==> src/rtl/rxmon_pkg.sv <==
package rxmon_pkg;
  localparam int STAT_W = 8;

  // status bit positions
  localparam int ST_DONE    = 0;
  localparam int ST_EARLY   = 2;
  localparam int ST_ABORTED = 4;
  localparam int ST_FULL    = 6;

  typedef enum logic [1:0] {
    SEL_DROP = 2'd0,
    SEL_STAT = 2'd1,
    SEL_CMD  = 2'd2,
    SEL_NONE = 2'd3
  } reg_sel_e;
endpackage

==> src/rtl/rxmon_drop_counter.sv <==
module rxmon_drop_counter #(
  parameter int CNT_W = 8
) (
  input  logic             clk,
  input  logic             rst_n,
  input  logic             inc_i,
  input  logic             clr_i,
  output logic [CNT_W-1:0] cnt_o,
  output logic             full_o
);
  localparam logic [CNT_W-1:0] ALL_ONES = {CNT_W{1'b1}};
  localparam logic [CNT_W-1:0] ONE      = CNT_W'(1);

  logic [CNT_W-1:0] cnt_q;

  // a read clears first; a same-cycle increment then lands on the cleared value
  always_ff @(posedge clk) begin
    if (!rst_n)     cnt_q <= '0;
    else if (clr_i) cnt_q <= inc_i ? ONE : '0;
    else if (inc_i) cnt_q <= cnt_q + ONE;
  end

  assign full_o = inc_i && !clr_i && (cnt_q == ALL_ONES - ONE);
  assign cnt_o  = cnt_q;

  AST_DROP_STEP: assert property (@(posedge clk) disable iff (!rst_n)
    inc_i && !clr_i |=> cnt_q == $past(cnt_q) + ONE) else $error("drop step");
  AST_READ_KEEPS_INC: assert property (@(posedge clk) disable iff (!rst_n)
    clr_i |=> cnt_q == (($past(inc_i)) ? ONE : '0)) else $error("read clear");
  AST_FULL_AT_ONES: assert property (@(posedge clk) disable iff (!rst_n)
    full_o |=> cnt_q == ALL_ONES) else $error("full flag");
endmodule

==> src/rtl/rxmon_abort_ctrl.sv <==
module rxmon_abort_ctrl (
  input  logic clk,
  input  logic rst_n,
  input  logic in_pkt_i,
  input  logic pkt_start_i,
  input  logic end_evt_i,
  input  logic cmd_set_i,
  output logic abort_o
);
  logic abort_q;

  always_ff @(posedge clk) begin
    if (!rst_n)                        abort_q <= 1'b0;
    else if (pkt_start_i || end_evt_i) abort_q <= 1'b0;
    else if (cmd_set_i && in_pkt_i)    abort_q <= 1'b1;
  end

  assign abort_o = abort_q;

  AST_ABORT_ONLY_IN_PKT: assert property (@(posedge clk) disable iff (!rst_n)
    abort_q |-> in_pkt_i) else $error("abort outside packet");
  AST_ABORT_SELF_CLEARS: assert property (@(posedge clk) disable iff (!rst_n)
    end_evt_i |=> !abort_q) else $error("abort not cleared");
endmodule

==> src/rtl/rxmon_early_detect.sv <==
module rxmon_early_detect #(
  parameter int THR_W      = 8,
  parameter int UNIT_SHIFT = 6
) (
  input  logic             clk,
  input  logic             rst_n,
  input  logic             pkt_start_i,
  input  logic             in_pkt_i,
  input  logic             byte_wr_i,
  input  logic [THR_W-1:0] thr_i,
  output logic             fire_o
);
  localparam int BC_W = THR_W + UNIT_SHIFT + 1;
  localparam logic [BC_W-1:0] BC_MAX = {BC_W{1'b1}};
  localparam logic [BC_W-1:0] BC_ONE = BC_W'(1);

  logic [BC_W-1:0] bytes_q;
  logic [BC_W-1:0] bytes_nxt;
  logic [BC_W-1:0] limit;
  logic            fired_q;
  logic            counting;

  assign limit     = {1'b0, thr_i, {UNIT_SHIFT{1'b0}}};
  assign counting  = in_pkt_i && byte_wr_i && !pkt_start_i;
  assign bytes_nxt = (bytes_q == BC_MAX) ? BC_MAX : bytes_q + BC_ONE;
  assign fire_o    = counting && !fired_q && (bytes_nxt > limit);

  always_ff @(posedge clk) begin
    if (!rst_n) begin
      bytes_q <= '0;
      fired_q <= 1'b0;
    end else if (pkt_start_i) begin
      bytes_q <= '0;
      fired_q <= 1'b0;
    end else begin
      if (counting) bytes_q <= bytes_nxt;
      if (fire_o)   fired_q <= 1'b1;
    end
  end

  AST_EARLY_ONCE: assert property (@(posedge clk) disable iff (!rst_n)
    fired_q && !pkt_start_i |-> !fire_o) else $error("early twice");
  AST_EARLY_LATCH: assert property (@(posedge clk) disable iff (!rst_n)
    fire_o |=> fired_q) else $error("early not latched");
endmodule

==> src/rtl/rxmon_status.sv <==
module rxmon_status #(
  parameter int W = 8
) (
  input  logic         clk,
  input  logic         rst_n,
  input  logic [W-1:0] set_i,
  input  logic [W-1:0] ack_i,
  output logic [W-1:0] stat_o
);
  logic [W-1:0] stat_q;

  for (genvar b = 0; b < W; b++) begin : g_bit
    // a new event in the same cycle as its acknowledge is kept
    always_ff @(posedge clk) begin
      if (!rst_n) stat_q[b] <= 1'b0;
      else        stat_q[b] <= set_i[b] | (stat_q[b] & ~ack_i[b]);
    end

    AST_STAT_STICKY: assert property (@(posedge clk) disable iff (!rst_n)
      stat_q[b] && !ack_i[b] |=> stat_q[b]) else $error("status dropped");
  end

  assign stat_o = stat_q;
endmodule

==> src/rtl/rx_drop_monitor.sv <==
module rx_drop_monitor
  import rxmon_pkg::*;
#(
  parameter int THR_W      = 8,
  parameter int UNIT_SHIFT = 6,
  parameter int CNT_W      = 8
) (
  input  logic             clk,
  input  logic             rst_n,
  input  logic             pkt_start_i,
  input  logic             byte_wr_i,
  input  logic             pkt_end_i,
  input  logic             ext_disc_i,
  input  logic [1:0]       reg_sel_i,
  input  logic             reg_wr_i,
  input  logic             reg_rd_i,
  input  logic [7:0]       reg_wdata_i,
  output logic [7:0]       reg_rdata_o,
  input  logic [THR_W-1:0] thr_i,
  output logic [7:0]       irq_status_o,
  output logic             rx_discard_o
);
  logic              in_pkt_q;
  logic              end_evt;
  logic              drop_inc;
  logic              cnt_clr;
  logic              cnt_full;
  logic [CNT_W-1:0]  drop_cnt;
  logic              abort_q;
  logic              early_fire;
  logic              cmd_set;
  logic [STAT_W-1:0] stat_set;
  logic [STAT_W-1:0] stat_ack;
  logic [STAT_W-1:0] stat;
  reg_sel_e          sel;

  assign sel = reg_sel_e'(reg_sel_i);

  // packet framing
  always_ff @(posedge clk) begin
    if (!rst_n)           in_pkt_q <= 1'b0;
    else if (pkt_start_i) in_pkt_q <= 1'b1;
    else if (pkt_end_i)   in_pkt_q <= 1'b0;
  end

  assign end_evt  = in_pkt_q && pkt_end_i && !pkt_start_i;
  assign drop_inc = end_evt && ext_disc_i;
  assign cnt_clr  = reg_rd_i && (sel == SEL_DROP);
  assign cmd_set  = reg_wr_i && (sel == SEL_CMD) && reg_wdata_i[0];

  rxmon_drop_counter #(.CNT_W(CNT_W)) u_cnt (
    .clk(clk), .rst_n(rst_n), .inc_i(drop_inc), .clr_i(cnt_clr),
    .cnt_o(drop_cnt), .full_o(cnt_full)
  );

  rxmon_abort_ctrl u_abort (
    .clk(clk), .rst_n(rst_n), .in_pkt_i(in_pkt_q), .pkt_start_i(pkt_start_i),
    .end_evt_i(end_evt), .cmd_set_i(cmd_set), .abort_o(abort_q)
  );

  rxmon_early_detect #(.THR_W(THR_W), .UNIT_SHIFT(UNIT_SHIFT)) u_early (
    .clk(clk), .rst_n(rst_n), .pkt_start_i(pkt_start_i), .in_pkt_i(in_pkt_q),
    .byte_wr_i(byte_wr_i), .thr_i(thr_i), .fire_o(early_fire)
  );

  always_comb begin
    stat_set             = '0;
    stat_set[ST_DONE]    = end_evt && !abort_q && !ext_disc_i;
    stat_set[ST_ABORTED] = end_evt && abort_q;
    stat_set[ST_EARLY]   = early_fire;
    stat_set[ST_FULL]    = cnt_full;
  end

  assign stat_ack = (reg_wr_i && sel == SEL_STAT) ? reg_wdata_i[STAT_W-1:0] : '0;

  rxmon_status #(.W(STAT_W)) u_stat (
    .clk(clk), .rst_n(rst_n), .set_i(stat_set), .ack_i(stat_ack), .stat_o(stat)
  );

  always_comb begin
    case (sel)
      SEL_DROP: reg_rdata_o = 8'(drop_cnt);
      SEL_STAT: reg_rdata_o = stat;
      SEL_CMD:  reg_rdata_o = {7'd0, abort_q};
      default:  reg_rdata_o = 8'd0;
    endcase
  end

  assign irq_status_o = stat;
  assign rx_discard_o = abort_q;

  AST_ABORT_NOT_DONE: assert property (@(posedge clk) disable iff (!rst_n)
    end_evt && rx_discard_o |=> !irq_status_o[ST_DONE] || $past(irq_status_o[ST_DONE]))
    else $error("aborted packet marked done");
  AST_EXT_NOT_DONE: assert property (@(posedge clk) disable iff (!rst_n)
    end_evt && ext_disc_i && !irq_status_o[ST_DONE] |=> !irq_status_o[ST_DONE])
    else $error("pin-dropped packet marked done");
endmodule

==> config.mk <==
export PLATFORM = sky130hd
export DESIGN_NAME = rx_drop_monitor
export DESIGN_NICKNAME = d
export VERILOG_FILES = /design/src/rtl/rxmon_pkg.sv /design/src/rtl/rxmon_drop_counter.sv /design/src/rtl/rxmon_abort_ctrl.sv /design/src/rtl/rxmon_early_detect.sv /design/src/rtl/rxmon_status.sv /design/src/rtl/rx_drop_monitor.sv
export SDC_FILE = /design/constraint.sdc
export NUM_CORES = 1
export LEC_CHECK = 0
export CORE_ASPECT_RATIO = 2
export CORE_MARGIN = 4
export CORE_UTILIZATION = 30
export CTS_BUF_LIST = sky130_fd_sc_hd__clkbuf_4
export DETAILED_ROUTE_END_ITERATION = 8
export DONT_BUFFER_PORTS = 1
export PLACE_DENSITY = 0.49
export SLEW_MARGIN = 15
export SYNTH_ARGS = -nofsm -noshare
export SYNTH_HDL_FRONTEND = slang
export SYNTH_HIERARCHICAL = 1
export SYNTH_SLANG_ARGS = --single-unit
==> constraint.sdc <==
create_clock -name clk -period 9.62 [get_ports clk]
set_clock_uncertainty 0.2 [all_clocks]
set_input_delay 1.924 -clock clk [delete_from_list [all_inputs] [get_ports clk]]
set_output_delay 1.924 -clock clk [all_outputs]
set_load 0.02 [all_outputs]
; ---- Word-level counts from Yosys, hierarchy flattened
; Index checks and enable logic that the tools add are counted.
; Widths: inputs -> output; s select.
[op_classes]
n_addsub = 2
multipliers = 0
n_div = 0
magnitude_cmp = 1
n_eq_ne = 4
n_shift = 0
muxes = 8
bitwise_logic = 21
n_reduce_logical = 28
[op_table]
columns = cell, n
row1 = $mux 8, 3
row2 = $pmux 8 s3, 1
row3 = $logic_and 1x1->1, 17
row4 = $add 15x1->15 const B, 1
row5 = $eq 15x15->1 const B, 1
row6 = $gt 15x14->1, 1
row7 = $mux 15, 1
row8 = $not 1->1, 9
row9 = $add 8x1->8 const B, 1
row10 = $and 1x1->1, 8
row11 = $eq 8x8->1 const B, 1
row12 = $logic_not 1->1, 5
row13 = $or 1x1->1, 4
row14 = $reduce_bool 2->1, 2
row15 = $reduce_or 2->1, 2
row16 = $mux 1, 3
row17 = $eq 2x1->1 const B, 1
row18 = $eq 2x2->1 const B, 1
row19 = $logic_not 2->1, 1
row20 = $logic_or 1x1->1, 1
[word_totals]
ff_bits = 34
latchBits = 0
mem_bits_rw = 0
mem_bits_ro = 0
in_bits = 26
wordCells = 77
memories = 0

; ---- Longest topological paths before layout
; Gate-level depths: netlist of run 1.
[logic_depth]
depth_word = 6
depth_mapped = 13
ltp_nobuf = 13

; ---- Modules after synthesis
; Netlist of run 1, hierarchy kept.
[modules_own_cells]
columns = module, n_inst, cells_per_inst, area_each_um2
row1 = rxmon_early_detect, 1, 149, 1189.9
row2 = rxmon_drop_counter, 1, 43, 377.9
row3 = rxmon_status, 1, 25, 337.8
row4 = rx_drop_monitor, 1, 39, 286.5
row5 = rxmon_abort_ctrl, 1, 3, 40.0

; ---- Worst setup path before layout of run 1
; OpenSTA, ideal clock, no wires.
[synth_path]
path_type = input -> output
startpoint = input reg_sel_i[1]
endpoint = output reg_rdata_o[0]
arrival_ns = 2.581
required_ns = 7.496
setup_slack_ns = 4.915
path_stages = 2
cell_sequence = buf_2 -> o21ai_0
[synth_via]
elab_chain_cells = 2
[synth_rtl]
columns = item, line_no
row1 = from (decl), rx_drop_monitor.sv:14  ; input logic [1:0] reg_sel_i,
row2 = "$eq 2x2->1, or another cell as far along", rx_drop_monitor.sv:81  ; case (sel)
row3 = $pmux 8 s3 *, rx_drop_monitor.sv:81
row4 = to (decl), rx_drop_monitor.sv:18  ; output logic [7:0] reg_rdata_o,
; Mark *: on every way between the ends. The rest lies on a longest branch, timed or not.

; ---- Worst setup path after layout of run 1
[layout_path]
startpoint = input reg_sel_i[0]
endpoint = output reg_rdata_o[0]
; The elaborated chain is that of the path after synthesis.

==> results.toml, run 1 <==
[run_status]
status = "completed"

[final_layout]
area_growth_pct = 5.72
final_util_pct = 32.5
register_area_um2 = 681
nNetsFinal = 298
final_cell_area_um2 = 2360
multi_input_area_um2 = 1480
fillers = 796
drive_gt1_share_pct = 9.58

[sta]
setup_viol = 0
finalCritPeriodShare_pct = 48.5
setup_tns_ns = 0
worst_pin_slew_ns = 0.874
finalHoldViolCount = 0
min_period_ns = 4.67
max-slew-margin-rel_pct = 41.5
rsz0062_at_grt = "no"
fmax_mhz = 214
slew_violations = 0

[grt]
grt_pass1_wl_mm = 8.80
grt_max_degree = 15
grt_antenna_before_repair = 1
first_global_vias = 1750
gr-usage-met2_pct = 26.0
use_met3_pct = 2.58
use_met1_pct = 12.3
busiest_layer = "met2"
grt-ovfl-total = 0
track_usage_pct = 13.3

[cts]
clk_latency_ns = 0.34
cts_made_buffers = 5
clock-sinks = 34
cts_setup_buffers = 0
cts_tree = "built"
cts_hold_buf = 0
cts_root_buf = "clkbuf_4"
clk_pin_slew_ns = 0.10
cts_max_level = 2
clock_path_buffers = 2
postCtsResizedCells = 0

[synthesis]
synth_enable_flop_cells = 0
yosysTopAreaCell = "dfxtp_1"
postSynthCellCount = 259
yosysWarnings = 6
synth_seq_cells = 34
yosysMostFrequentCell = "dfxtp_1"
synth_area_per_cell_um2 = 8.62
synth_top_flop_cell = "dfxtp_1"
synth_common_cells = "dfxtp_1 (34), nor2_1 (23), nand2_1 (20), o21a_1 (14), nand3_1 (12)"
yosysSeqAreaShare_pct = 30.5
async_flop_share_pct = 0
syn_area_um2 = 2230
yosys-top-cells-area = "dfxtp_1 (30%), ha_1 (6.2%), mux2i_1 (4.9%)"
ys_types = 53
yosys.area.top_type_share_pct = 30.5

[setup_path]
crit_family = "compound AO/OA/AOI/OAI gates"
cp_num_buf_inv = 0
path_class = "primary input to output port"
crit_fanout = 13
cp.arrival_ns = 2.55
cpPeakStageDelay_ns = 0.53
slowest_stage = "o21ai_0"
worstPathRequired_ns = 7.50
critPathCaptureType = "output port"
path_cells = "mux2i_1 -> o21ai_0"
crit_path_start_kind = "primary input"

[floorplan]
die_h_um = 130
core-area_um2 = 7270
ios = 43
die-area_um2 = 8970
die_x_um = 69.0
row_count = 44
floorplan.initialDensity_pct = 30.7

[pwr]
internal-power_w = 0.000184
comb_power_share_pct = 7.4
power_leakage_nw = 0.897
power_density_nw_per_um2 = 103
clkPwrFrac_pct = 32.5
sw_frac_of_total_pct = 24.5
ir_worst_vdd_v = 0.0000386
pwr-share-seq_pct = 60.0
p_switching_w = 0.0000598

[run]
max-cap-violations = 0

[route]
drt-total-wl_mm = 5.57
vias = 1836
drc = 0
vias_per_cell = 5.19
routedWlPerCell_um = 15.7
dr.first_iter.drc_count = 64
antenna_left = 0
drt-pass1-iter-count = 4

[placement]
gp_congestion = 0.800
io_buffers = 0
place_area_um2 = 2300
dpl.hpwl_mm = 4.49

[hold_path]
hp-class = "flop to flop"
## stage by stage
| step | total power [W] | instances | setup slack (ns) | hold slack, ns |
|---|---|---|---|---|
| 2_1_floorplan | 0.000167 | 262 | 4.91 | 0.270 |
| 3_3_place_gp | 0.000168 | 346 | 4.95 | 0.298 |
| 3_5_place_dp | 0.000168 | 346 | 4.94 | 0.302 |
| 4_1_cts | 0.000250 | 353 | 4.94 | 0.316 |
| 5_1_grt | 0.000259 | 354 | 4.93 | 0.348 |
| 6_report | 0.000244 | 354 | 4.95 | 0.318 |
## layout by cell type, fill, tap and decap left out, types with 2 or more instances in the layout
master / synthesis / final
or3_1: 4 / 4
o21ai_0: 9 / 9
a211oi_1: 4 / 4
nand3_1: 12 / 12
nor2b_4: 8 / 8
conb_1: 1 / 4
inv_1: 8 / 8
a311oi_1: 3 / 3
nand4_1: 6 / 6
nor3b_2: 2 / 2
mux2i_1: 11 / 11
nand2b_1: 4 / 4
o21a_1: 14 / 14
dfxtp_1: 34 / 34
and3_1: 3 / 3
xor2_1: 9 / 9
nor2b_1: 2 / 2
nor3_1: 7 / 7
nor3b_1: 3 / 3
nand3b_1: 2 / 2
ha_1: 11 / 11
a21oi_1: 9 / 9
a31oi_1: 5 / 5
nand2_1: 20 / 20
a41oi_1: 2 / 2
and2_1: 11 / 11
nor2_1: 23 / 23
xnor2_1: 3 / 3
clkbuf_4: 0 / 7
## final cells by class
class / instances / share of cell area (%)
antenna: 1 / 0.106
clock buffer: 7 / 2.23
inverter: 8 / 1.27
multi-input combinational: 212 / 62.7
tap: 92 / 4.88
sequential: 34 / 28.8
## metal layers
metal	part of all wire, %	vias up	routed length [um]
met2	57	46	3180
met4	2.2	0	125
met3	4.5	11	253
met5	0	-	0
li1	-	930	-
met1	36	849	2010
## worst paths after layout
| kind | endpoint | cells past startpoint | slack [ns] | startpoint |
|---|---|---|---|---|
| max | reg_rdata_o[0] | 2 | 4.95 | reg_sel_i[0] |
| min | u_cnt/cnt_o[6] | 2 | 0.32 | u_cnt/cnt_o[6] |
| max reg2reg | u_stat/stat_o[2] | 11 | 5.77 | u_early/bytes_q[0] |
| min reg2reg | u_cnt/cnt_o[6] | 2 | 0.32 | u_cnt/cnt_o[6] |
## logic make-up after synthesis
family,synth area share [%]
AO/OA/AOI/OAI,16.8
AND/OR/NAND/NOR,32.0
flip-flops,30.5
adder cells (fa/ha/maj),6.17
XOR/XNOR,4.71
other,0.168
multiplexers,5.94
buffers and inverters,3.76
## registers in the layout, summed over array words and instances (netlist names)
register,count
u_stat/stat_o,8
u_early/fired_q,1
u_cnt/cnt_o,8
u_early/bytes_q,15
in_pkt_q,1
u_abort/abort_o,1
## power groups by stage
stage	clock, W	combinational, W	sequential, W
after floorplan	0	0.0000178	0.000149
after detailed placement	0	0.0000184	0.000150
final	0.0000794	0.0000181	0.000147
after global placement	0	0.0000182	0.000150
after CTS	0.0000851	0.0000185	0.000147
after global routing	0.0000911	0.0000203	0.000147
## worst min-delay path, delay by kind of cell (launching register included)
kind / cells / cell delay, ns
compound gates: 2 / 0.13
flops: 1 / 0.35
Note: power is estimated with default switching activity, not from simulation.
==> inputs of run 2 (changes only) <==
PLACE_DENSITY = 0.5   (was 0.49)
clock period = 4 ns   (was 9.62 ns; I/O delays follow)
==> results.toml, run 2 (synthesis results as in run 1) <==
[cts]
cts_root_buf = "clkbuf_4"
postCtsResizedCells = 0
cts_hold_buf = 0
clk_pin_slew_ns = 0.10
cts_max_level = 2
clock-sinks = 34
clk_latency_ns = 0.33
cts_made_buffers = 5
clock_path_buffers = 2
cts_tree = "built"
cts_setup_buffers = 0

[sta]
worst_pin_slew_ns = 0.832
setup_tns_ns = 0
max-slew-margin-rel_pct = 44.3
slew_violations = 0
rsz0062_at_grt = "no"
fmax_mhz = 279
setup_viol = 0
finalHoldViolCount = 0
whs_ns = 0.320
min_period_ns = 3.58
finalCritPeriodShare_pct = 89.5

[final_layout]
drive_gt1_share_pct = 9.92
largest_register_ffs = 15
register_area_um2 = 681
final_cell_area_um2 = 2370
multi_input_area_um2 = 1480
area_growth_pct = 6.05
final_util_pct = 32.6
nNetsFinal = 299
fillers = 822
layout_commonest_cell = "dfxtp_1"
final_cell_mix = "dfxtp_1 (34), nor2_1 (23), nand2_1 (20)"
top_register = "u_early/bytes_q"

[setup_path]
cp-endpoint = "u_stat/stat_o[2]"
path_class = "flop to flop"
rrSetupSlack_ns = 0.42
crit_fanout = 7
crit_path_start_kind = "flop"
timing.rr.start = "u_early/bytes_q[0]"
reg2reg_depth = 11
timing.rr.end = "u_stat/stat_o[2]"
critPathCaptureType = "flop"
worstPathRequired_ns = 4.04
cp-startpoint = "u_early/bytes_q[0]"
cp.arrival_ns = 3.62

[grt]
grt-ovfl-total = 0
grt_antenna_before_repair = 1
first_global_vias = 1947
grt_max_degree = 15
grt_pass1_wl_mm = 9.22
track_usage_pct = 14.1

[floorplan]
row_count = 44
floorplan.initialDensity_pct = 30.7
core-area_um2 = 7270
die_h_um = 130
ios = 43
die_x_um = 69.0
die-area_um2 = 8970

[pwr]
ir_worst_vdd_v = 0.000106
internal-power_w = 0.000443
fin_total_pwr_w = 0.000590
clkPwrFrac_pct = 32.8
power_density_nw_per_um2 = 249
p_switching_w = 0.000147
sw_frac_of_total_pct = 24.9
pwr-share-seq_pct = 59.7
comb_power_share_pct = 7.5
power_leakage_nw = 0.903

[placement]
dpl.hpwl_mm = 4.77
io_buffers = 0
place_area_um2 = 2310
gp_congestion = 0.785

[route]
drc = 0
dr.first_iter.drc_count = 105
drt-total-wl_mm = 5.85
drt-pass1-iter-count = 4
antenna_left = 0
vias = 1893
vias_per_cell = 5.33
routedWlPerCell_um = 16.5

[run_status]
status = "completed"

[hold_path]
hp-class = "primary input to flop"

[run]
max-cap-violations = 0
-- run 2: through the flow --
step	worst slack (ns)	cells
2_1_floorplan	0.833	262
3_3_place_gp	0.541	347
3_5_place_dp	0.443	347
4_1_cts	0.422	354
5_1_grt	0.0633	355
6_report	0.420	355
-- run 2: worst max-delay path: stages (launching register included) --
cell	delay [ns]
dfxtp_1	0.43
ha_1	0.27
nand3_2	0.17
nor3b_2	0.44
mux2_2	0.39
ha_1	0.31
nand4_1	0.13
nor4_1	0.31
nand3_1	0.11
o41ai_1	0.40
a211oi_1	0.14
o21a_1	0.19
-- run 2: power by group through the flow --
| stage | sequential (W) | combinational (W) | clock, W |
|---|---|---|---|
| 2_1_floorplan | 0.000358 | 0.0000428 | 0 |
| 3_3_place_gp | 0.000360 | 0.0000447 | 0 |
| 3_5_place_dp | 0.000360 | 0.0000447 | 0 |
| 4_1_cts | 0.000353 | 0.0000451 | 0.000209 |
| 5_1_grt | 0.000353 | 0.0000498 | 0.000215 |
| 6_report | 0.000352 | 0.0000445 | 0.000194 |
-- run 2: worst min path at each step --
| stage | start | to | cells past startpoint |
|---|---|---|---|
| floorplan | u_cnt/cnt_o[6] | u_cnt/cnt_o[6] | 2 |
| global placement | u_cnt/cnt_o[6] | u_cnt/cnt_o[6] | 2 |
| detailed placement | u_cnt/cnt_o[5] | u_cnt/cnt_o[5] | 2 |
| CTS | pkt_start_i | u_abort/abort_o | 1 |
| global route | pkt_start_i | u_abort/abort_o | 1 |
| finish | pkt_start_i | u_abort/abort_o | 1 |
-- run 2: cell type report --
class                           instances  area share [%]
Antenna cell                            1           0.106
Clock buffer                            7            2.22
Inverter                                8            1.27
Multi-Input combinational cell        212            62.5
Sequential cell                        34            28.8
Tap cell                               92            4.86
Timing Repair Buffer                    1           0.317
-- run 2: routing by layer --
layer | routed length [um] | vias to the layer above | global-route usage, %
met1 | 1930 | 873 | 11.7
met4 | 363 | 0 | 11.4
met2 | 3290 | 65 | 26.9
met3 | 271 | 23 | 2.33
met5 | 0 | - | 0
li1 | - | 932 | -
